===== config.mk =====
export PLATFORM = sky130hd
export DESIGN_NAME = hex_flasher
export DESIGN_NICKNAME = d
export VERILOG_FILES = /design/src/rtl/hexflash_pkg.sv /design/src/rtl/rate_divider.sv /design/src/rtl/digit_counter.sv /design/src/rtl/seg_decoder.sv /design/src/rtl/hex_flasher.sv
export SDC_FILE = /design/constraint.sdc
export NUM_CORES = 1
export LEC_CHECK = 0
export ABC_AREA = 1
export BUFFER_PORTS_ARGS = -buffer_cell sky130_fd_sc_hd__buf_4
export CORE_ASPECT_RATIO = 0.75
export CORE_MARGIN = 2
export CORE_UTILIZATION = 53
export CTS_CLUSTER_SIZE = 25
export DETAILED_ROUTE_END_ITERATION = 10
export GPL_ROUTABILITY_DRIVEN = 1
export MAX_ROUTING_LAYER = met4
export PLACE_DENSITY = 0.72
export SLEW_MARGIN = 20
export SYNTH_ARGS = -nofsm -noshare
export SYNTH_HDL_FRONTEND = slang
export SYNTH_HIERARCHICAL = 1
export SYNTH_SLANG_ARGS = --single-unit

===== constraint.sdc =====
create_clock -name clk -period 2.34 [get_ports clk]
set_input_delay 0.117 -clock clk [delete_from_list [all_inputs] [get_ports clk]]
set_output_delay 0.117 -clock clk [all_outputs]
set_load 0.005 [all_outputs]

===== src/rtl/hexflash_pkg.sv =====
package hexflash_pkg;

  typedef enum logic [1:0] {
    SPD_FULL = 2'b00,
    SPD_A    = 2'b01,
    SPD_B    = 2'b10,
    SPD_C    = 2'b11
  } speed_e;

  localparam int unsigned DIGIT_W = 4;
  localparam int unsigned SEG_W   = 7;

  // Active-high pattern, bit 0 = segment a ... bit 6 = segment g
  function automatic logic [SEG_W-1:0] glyph_on(input logic [DIGIT_W-1:0] v);
    logic [SEG_W-1:0] p;
    case (v)
      4'h0: p = 7'b0111111;
      4'h1: p = 7'b0000110;
      4'h2: p = 7'b1011011;
      4'h3: p = 7'b1001111;
      4'h4: p = 7'b1100110;
      4'h5: p = 7'b1101101;
      4'h6: p = 7'b1111101;
      4'h7: p = 7'b0000111;
      4'h8: p = 7'b1111111;
      4'h9: p = 7'b1101111;
      4'hA: p = 7'b1110111;
      4'hB: p = 7'b1111100;
      4'hC: p = 7'b0111001;
      4'hD: p = 7'b1011110;
      4'hE: p = 7'b1111001;
      default: p = 7'b1110001;
    endcase
    return p;
  endfunction

endpackage


===== src/rtl/rate_divider.sv =====
module rate_divider
  import hexflash_pkg::*;
#(
  parameter int unsigned RELOAD_A = 49_999_999,
  parameter int unsigned RELOAD_B = 99_999_999,
  parameter int unsigned RELOAD_C = 199_999_999
) (
  input  logic       clk,
  input  logic       rst_n,
  input  logic       clr_n,
  input  logic [1:0] sel,
  output logic       tick
);

  localparam int unsigned MAX_AB = (RELOAD_A > RELOAD_B) ? RELOAD_A : RELOAD_B;
  localparam int unsigned MAX_R  = (MAX_AB > RELOAD_C) ? MAX_AB : RELOAD_C;
  localparam int unsigned DIV_W  = (MAX_R < 2) ? 1 : $clog2(MAX_R + 1);

  logic [DIV_W-1:0] cnt_q, cnt_d, reload_v;
  logic [1:0]       sel_q;
  logic             restart, at_zero;

  // terminal count chosen by the select; full speed reloads zero
  always_comb begin
    case (speed_e'(sel))
      SPD_A:   reload_v = DIV_W'(RELOAD_A);
      SPD_B:   reload_v = DIV_W'(RELOAD_B);
      SPD_C:   reload_v = DIV_W'(RELOAD_C);
      default: reload_v = '0;
    endcase
  end

  always_comb begin
    restart = !clr_n || (sel != sel_q);
    at_zero = (cnt_q == '0);
    if (restart || at_zero) cnt_d = reload_v;
    else                    cnt_d = cnt_q - 1'b1;
    tick = at_zero && !restart;
  end

  always_ff @(posedge clk or negedge rst_n) begin
    if (!rst_n) begin
      cnt_q <= '0;
      sel_q <= SPD_FULL;
    end else begin
      cnt_q <= cnt_d;
      sel_q <= sel;
    end
  end

endmodule


===== src/rtl/digit_counter.sv =====
module digit_counter #(
  parameter int unsigned W = 4
) (
  input  logic         clk,
  input  logic         rst_n,
  input  logic         clr_n,
  input  logic         ld_en,
  input  logic [W-1:0] ld_val,
  input  logic         step,
  output logic [W-1:0] q
);

  logic [W-1:0] q_d;
  logic         q_en;

  // priority: clear, then load, then step
  always_comb begin
    q_en = !clr_n || ld_en || step;
    if (!clr_n)     q_d = '0;
    else if (ld_en) q_d = ld_val;
    else            q_d = q + 1'b1;
  end

  always_ff @(posedge clk or negedge rst_n) begin
    if (!rst_n)    q <= '0;
    else if (q_en) q <= q_d;
  end

endmodule


===== src/rtl/seg_decoder.sv =====
module seg_decoder
  import hexflash_pkg::*;
(
  input  logic [DIGIT_W-1:0] digit,
  output logic [SEG_W-1:0]   seg_n
);

  always_comb seg_n = ~glyph_on(digit);

endmodule


===== src/rtl/hex_flasher.sv =====
module hex_flasher
  import hexflash_pkg::*;
#(
  parameter int unsigned RELOAD_A = 49_999_999,
  parameter int unsigned RELOAD_B = 99_999_999,
  parameter int unsigned RELOAD_C = 199_999_999,
  parameter int unsigned SYNC_STAGES = 2
) (
  input  logic               clk,
  input  logic               rst_n,
  input  logic               clr_n,
  input  logic [1:0]         sel,
  input  logic               ld_en,
  input  logic [DIGIT_W-1:0] ld_val,
  output logic [DIGIT_W-1:0] count,
  output logic               tick,
  output logic [SEG_W-1:0]   seg_n
);

  logic [SYNC_STAGES-1:0] rst_sync_q;
  logic                   rst_core_n;

  // asynchronous assert, synchronous release
  always_ff @(posedge clk or negedge rst_n) begin
    if (!rst_n) rst_sync_q <= '0;
    else        rst_sync_q <= {rst_sync_q[SYNC_STAGES-2:0], 1'b1};
  end
  assign rst_core_n = rst_sync_q[SYNC_STAGES-1];

  rate_divider #(
    .RELOAD_A(RELOAD_A),
    .RELOAD_B(RELOAD_B),
    .RELOAD_C(RELOAD_C)
  ) u_div (
    .clk   (clk),
    .rst_n (rst_core_n),
    .clr_n (clr_n),
    .sel   (sel),
    .tick  (tick)
  );

  digit_counter #(.W(DIGIT_W)) u_cnt (
    .clk    (clk),
    .rst_n  (rst_core_n),
    .clr_n  (clr_n),
    .ld_en  (ld_en),
    .ld_val (ld_val),
    .step   (tick),
    .q      (count)
  );

  seg_decoder u_seg (
    .digit (count),
    .seg_n (seg_n)
  );

endmodule


---- Word-level counts from Yosys, hierarchy flattened ----
Memory sizes are Yosys's and may differ from the RTL's.
Cells that the tools add are included.
cells by class
  muxes and demuxes ....................... 4
  eq/ne operators ......................... 4
  reductions and logical operators ........ 8
  bitwise gates (word level) .............. 1
  add/subtract/negate cells ............... 2
operators by type and width
  kind                     number
  $pmux W28 S3             1
  $logic_not A28 Y1        1
  $mux W28                 1
  $sub A28 B1 Y28 const B  1
  $mux W4                  2
  $not A7 Y7               1
  $add A4 B1 Y4 const B    1
  $eq A2 B2 Y1 const B     2
  $logic_or A1 B1 Y1       4
  $eq A2 B1 Y1 const B     1
  $logic_not A1 Y1         2
  $ne A2 B2 Y1             1
  $logic_and A1 B1 Y1      1
storage, ports and cells
  bits in read-only memories .............. 112
  memories kept ........................... 1
  output and inout bits ................... 12
  flip-flop bits (word level) ............. 36
  input bits .............................. 10
memory list
  memory            words  bits a word  read ports  clocked after Yosys merged registers in  write ports  line                source
  (name not given)  16     7            1           0                                        0            hexflash_pkg.sv:16  case (v)

---- Longest topological paths before layout ----
  depth after elaboration ................. 5
  depth in mapped cells ................... 11
  gate-level depth less buffers ........... 10

---- Modules after synthesis ----
Netlist, hierarchy kept.
modules (own cells, without submodules)
  module         cells each  times used  area each (µm²)  seq. area each (µm²)
  rate_divider   286         1           2043.2           750.7
  seg_decoder    48          1           261.5            0.0
  digit_counter  33          1           251.5            100.1
  hex_flasher    3           1           53.8             50.0

---- Worst setup path after synthesis ----
Ideal clock, no wire load.
  kind .................................... reg-to-reg
  from .................................... register u_div.cnt_q[0]
  to ...................................... register u_cnt.q[2]
  required time ........................... 2275 ps
  library setup time ...................... 65 ps
  stages on the path, launching flop included .. 11
  slack ................................... 806 ps
  clock period less this slack ............ 1534 ps
  arrival ................................. 1469 ps
  path through ............................ dfrtp_1 -> inv_1 -> ha_1 -> nand2_1 -> nor3_1 -> nand4_1 -> nor2_1 -> o21ai_2 -> nor2_1 -> o21ai_0 -> nand2_1
between the ends
  cells in the longest elaborated chain, start to end .. 3
RTL lines
  item                    line                 source
  start, declared         rate_divider.sv:19   logic [DIV_W-1:0] cnt_q, cnt_d, reload_v;
  start signal, assigned  rate_divider.sv:46   cnt_q <= cnt_d;
  $logic_not A28 Y1       rate_divider.sv:35   at_zero = (cnt_q == '0);
  $logic_and A1 B1 Y1     rate_divider.sv:38   tick = at_zero && !restart;
  named net tick          hex_flasher.sv:16    output logic tick,
  $logic_or A1 B1 Y1      digit_counter.sv:18  q_en = !clr_n || ld_en || step;
  end signal, assigned    digit_counter.sv:26  else if (q_en) q <= q_d;
  end, declared           digit_counter.sv:10  output logic [W-1:0] q
The timed path passes the listed nets, and every way through them passes these cells.
A chain may end at the register's enable or synchronous reset.

---- Worst setup path in the final report ----
  from .................................... register u_div.cnt_q[15]
  to ...................................... output port tick
between the ends
  cells in the longest elaborated chain, start to end .. 2
RTL lines
  item                 line
  $logic_not A28 Y1    rate_divider.sv:35
  $logic_and A1 B1 Y1  rate_divider.sv:38
  end, declared        hex_flasher.sv:16
Every way passes these cells.

==> impl_results.rst <==
.. list-table::
   :header-rows: 1

   * - Metric
     - Value
   * - Total routing usage reported by global routing
     - 23.57%
   * - WP data required
     - 2.22 ns
   * - Gr ovfl total
     - 0
   * - Ratio of final minimum period to clock period
     - 81.35%
   * - Relative slew slack
     - 48.22%
   * - Via count of the first global-routing pass
     - between 2,000 and 2,500
   * - Post-Synthesis Net Count
     - 393
   * - Fraction of synthesis flops using an asynchronous set or reset pin
     - between 90% and 100%
   * - Netlist area before placement
     - 2610 um^2
   * - Wire length of the first global-routing pass
     - 10.05 mm
   * - Routed wire length
     - 5.857 mm
   * - Arrival time of data at the critical path endpoint
     - 1.79 ns
   * - Category of the worst setup path capture point
     - output port
   * - Count of nets left with antenna violations after detail routing
     - 0
   * - IR drop worst, VDD
     - 0.3398 mV
   * - Chip Width
     - approximately 85 um
   * - Initial core utilization
     - 54.18%
   * - Top-Level Pins
     - 22
   * - Setup Total Neg Slack
     - 0 ns
   * - Worst Tran Pin Value
     - between 0.7 and 0.8 ns
   * - Sequential standard cell area
     - 900.9 um^2
   * - Worst hold slack across all endpoints
     - around 0.10 ns
   * - Cell Count, Final, Fillers Out
     - roughly 460
   * - Top FF cell, synth
     - sky130_fd_sc_hd__dfrtp_1
   * - Hold bufs inserted after CTS
     - 3
   * - Number of iterations in the first detailed-routing pass
     - 4
   * - Synthesized flop and latch total
     - 36
   * - Depth of the CTS H-tree
     - 2
   * - Clock root cell
     - sky130_fd_sc_hd__clkbuf_8
   * - Avg Synthesized Cell Area
     - about 7.1 um^2
   * - Most Frequent Cell on Critical Path
     - sky130_fd_sc_hd__nor2_1
   * - Drt initial violations
     - 201
   * - Gate Count Post-Synth
     - 370
   * - Max_cap viols
     - 0
   * - Power density of the placed cells
     - 521.9 nW/um^2
   * - Number of distinct library cell variants in the gate-level netlist after synthesis
     - 29
   * - Die boundary height
     - around 65 um
   * - Max stage delay cell, worst path
     - sky130_fd_sc_hd__dfrtp_1
   * - CTS tree
     - done
   * - Clock tree buffer depth
     - 2
   * - Number of endpoints with negative hold slack in the final report
     - 0
   * - Final-report setup violation count
     - 0
   * - Max Clock Skew
     - approximately 0.0042 ns
   * - Number of synthesized flops with an enable pin
     - 0
   * - Diodes inserted
     - 0
   * - Ys Warns
     - 6
   * - Antenna violations before repair
     - 0
   * - Clock input transition at the sequential cells of the worst setup and hold paths
     - 0.08 ns
   * - Biggest fanout along the worst timing path
     - 3
   * - Inst Count DP
     - roughly 450
   * - Per-cell routed wire length
     - 12.76 um
   * - DRC
     - 0
   * - Seq/Total Area, Yosys
     - 34.52%
   * - Clock latency on the worst-skew pair
     - 0.30 ns
   * - Via Count
     - 2,325
   * - Share of final-layout standard cells stronger than drive strength 1
     - 16.79%
   * - Minimum clock period
     - ~1.9 ns
   * - Largest net degree at the start of global routing
     - 27
   * - Startpoint types
     - flop
   * - Status
     - finished, final reports clean
   * - Fillcell total
     - roughly 440
   * - Standard-cell row count
     - 22
   * - Max Clock Freq
     - ~530 MHz
   * - Quantity of I/O buffers inserted on ports
     - 21
   * - TritonCTS sink count
     - 36
   * - Combined area of the multi-input logic cells
     - around 1500 um^2
   * - Die area
     - 5508 um^2
   * - Weighted congestion at the end of routability-driven global placement
     - 0.8936
   * - Static Leak
     - ~0.0015 uW
   * - Unrepaired setup endpoints after global routing
     - false
   * - Total Nets Final
     - about 420
   * - Final slew viol count
     - 0
   * - Number of vias per cell after detailed routing
     - around 5.1
   * - Largest stage delay on the critical path
     - 0.42 ns
   * - Cell chain of the critical path
     - nor2_1 -> nand2_1 -> nor2_4 -> nand4_1 -> nor2_1 -> buf_4
   * - Core region area
     - just under 5000 um^2
   * - Sum of net half-perimeters after detailed placement
     - approximately 4.5 mm
   * - Setup bufs post-CTS
     - 0
   * - Cells resized by post-CTS repair
     - 0
   * - Min-delay worst type
     - in2reg
   * - Synthesis-to-layout area growth
     - 12.75%
   * - Class of the most critical setup path
     - reg2out
   * - Number of buffers created by CTS
     - 5
flip-flops by register name, indices dropped and copies added, names as in the netlist:
register,count
rst_sync_q,2
u_cnt/q,4
u_div/cnt_q,28
u_div/sel_q,2
Yosys cell counts, types with 2 or more instances:
master	count	share of area (%)
sky130_fd_sc_hd__nand2_1	117	17
sky130_fd_sc_hd__o21ai_1	4	0.77
sky130_fd_sc_hd__nor2_4	3	1.3
sky130_fd_sc_hd__nor2_8	3	2.3
sky130_fd_sc_hd__dfrtp_1	36	35
sky130_fd_sc_hd__buf_4	2	0.58
sky130_fd_sc_hd__nor2_1	58	8.3
sky130_fd_sc_hd__inv_2	4	0.58
sky130_fd_sc_hd__nand2_4	2	0.86
sky130_fd_sc_hd__nand3_1	27	5.2
sky130_fd_sc_hd__nand4_1	8	1.9
sky130_fd_sc_hd__o21ai_0	10	1.9
sky130_fd_sc_hd__buf_6	2	0.86
sky130_fd_sc_hd__nand2_2	15	3.6
sky130_fd_sc_hd__xor2_1	6	2.0
sky130_fd_sc_hd__nor2_2	5	1.2
sky130_fd_sc_hd__o21bai_1	2	0.58
sky130_fd_sc_hd__ha_1	13	6.2
sky130_fd_sc_hd__nor3_1	3	0.58
sky130_fd_sc_hd__xnor2_1	5	1.7
sky130_fd_sc_hd__inv_1	37	5.3
path summary, 6_finish.rpt:
path / startpoint / cells past startpoint / slack (ns) / to
worst min-delay path: ld_en / 3 / 0.10 / u_cnt/q[2]
min in group asynchronous: rst_n / 2 / 0.13 / rst_sync_q[1]
worst max-delay path: u_div/cnt_q[15] / 6 / 0.44 / tick
max in group asynchronous: rst_sync_q[1] / 1 / 1.46 / u_div/cnt_q[22]
worst min register to register: rst_sync_q[1] / 0 / 0.33 / u_div/sel_q[0]
worst max register to register: u_div/cnt_q[15] / 9 / 0.59 / u_cnt/q[2]
final cells by class:
type	count	area share (%)
multi-input combinational	287	50.89
sequential	36	30.61
timing repair buffer	25	7.058
inverter	43	5.910
tap	60	2.551
clock buffer	5	2.338
clock inverter	3	0.6378
metrics by stage:
stage	cell area (um^2)	utilization [%]	worst slack [ns]	power, uW
6_report	2943	61.09	0.4364	1536
5_1_grt	2943	61.09	0.2929	1626
4_1_cts	2943	61.09	0.4459	1539
3_5_place_dp	2825	58.65	0.6100	1091
3_3_place_gp	2825	58.65	0.6095	1082
2_1_floorplan	2610	-	0.8057	978.1
where the power goes:
group / internal (uW) / leakage [uW] / switching, uW
combinational: 138 / 0.00105 / 204
sequential: 673 / 0.000433 / 71.1
clock: 207 / 0.0000479 / 243
critical path, delay by kind of cell, from the launching register on:
kind                   cells  cell delay (ns)
and+or+nand+nor            5             0.88
DFF                        1             0.42
buffers and inverters      1             0.18
cells in the final DEF, fill, tap and decap left out, types with 2 or more instances in the layout:
master,count
sky130_fd_sc_hd__buf_4,21
sky130_fd_sc_hd__clkbuf_8,5
sky130_fd_sc_hd__clkinv_2,2
sky130_fd_sc_hd__dfrtp_1,36
sky130_fd_sc_hd__dlygate4sd3_1,3
sky130_fd_sc_hd__ha_1,13
sky130_fd_sc_hd__inv_1,37
sky130_fd_sc_hd__inv_2,4
sky130_fd_sc_hd__nand2_1,117
sky130_fd_sc_hd__nand2_2,15
sky130_fd_sc_hd__nand2_4,2
sky130_fd_sc_hd__nand3_1,27
sky130_fd_sc_hd__nand4_1,8
sky130_fd_sc_hd__nor2_1,58
sky130_fd_sc_hd__nor2_2,5
sky130_fd_sc_hd__nor2_4,3
sky130_fd_sc_hd__nor2_8,3
sky130_fd_sc_hd__nor3_1,3
sky130_fd_sc_hd__o21ai_0,10
sky130_fd_sc_hd__o21ai_1,4
sky130_fd_sc_hd__o21bai_1,2
sky130_fd_sc_hd__xnor2_1,5
sky130_fd_sc_hd__xor2_1,6
kinds of logic (layout without fill, tap and decap cells):
family	count (synthesis)	count (layout)	share of synthesized area (%)
AOI/OAI and AO/OA	18	18	3.835
xor gates and xnor gates	11	11	3.691
adders and majority gates	13	13	6.232
buffers and inverters	47	76	8.101
DFF	36	36	34.52
other	1	1	0.1437
and+or+nand+nor	244	244	43.48
metal layers:
metal  wire length, um  global-route usage, %  part of all wire [%]
met3               388                  5.732                   6.6
met5                 0                      -                     0
met4                31                  3.968                  0.53
met2              2492                  33.79                    43
met1              2945                  34.35                    50
Note: power is estimated with default switching activity, not from simulation.
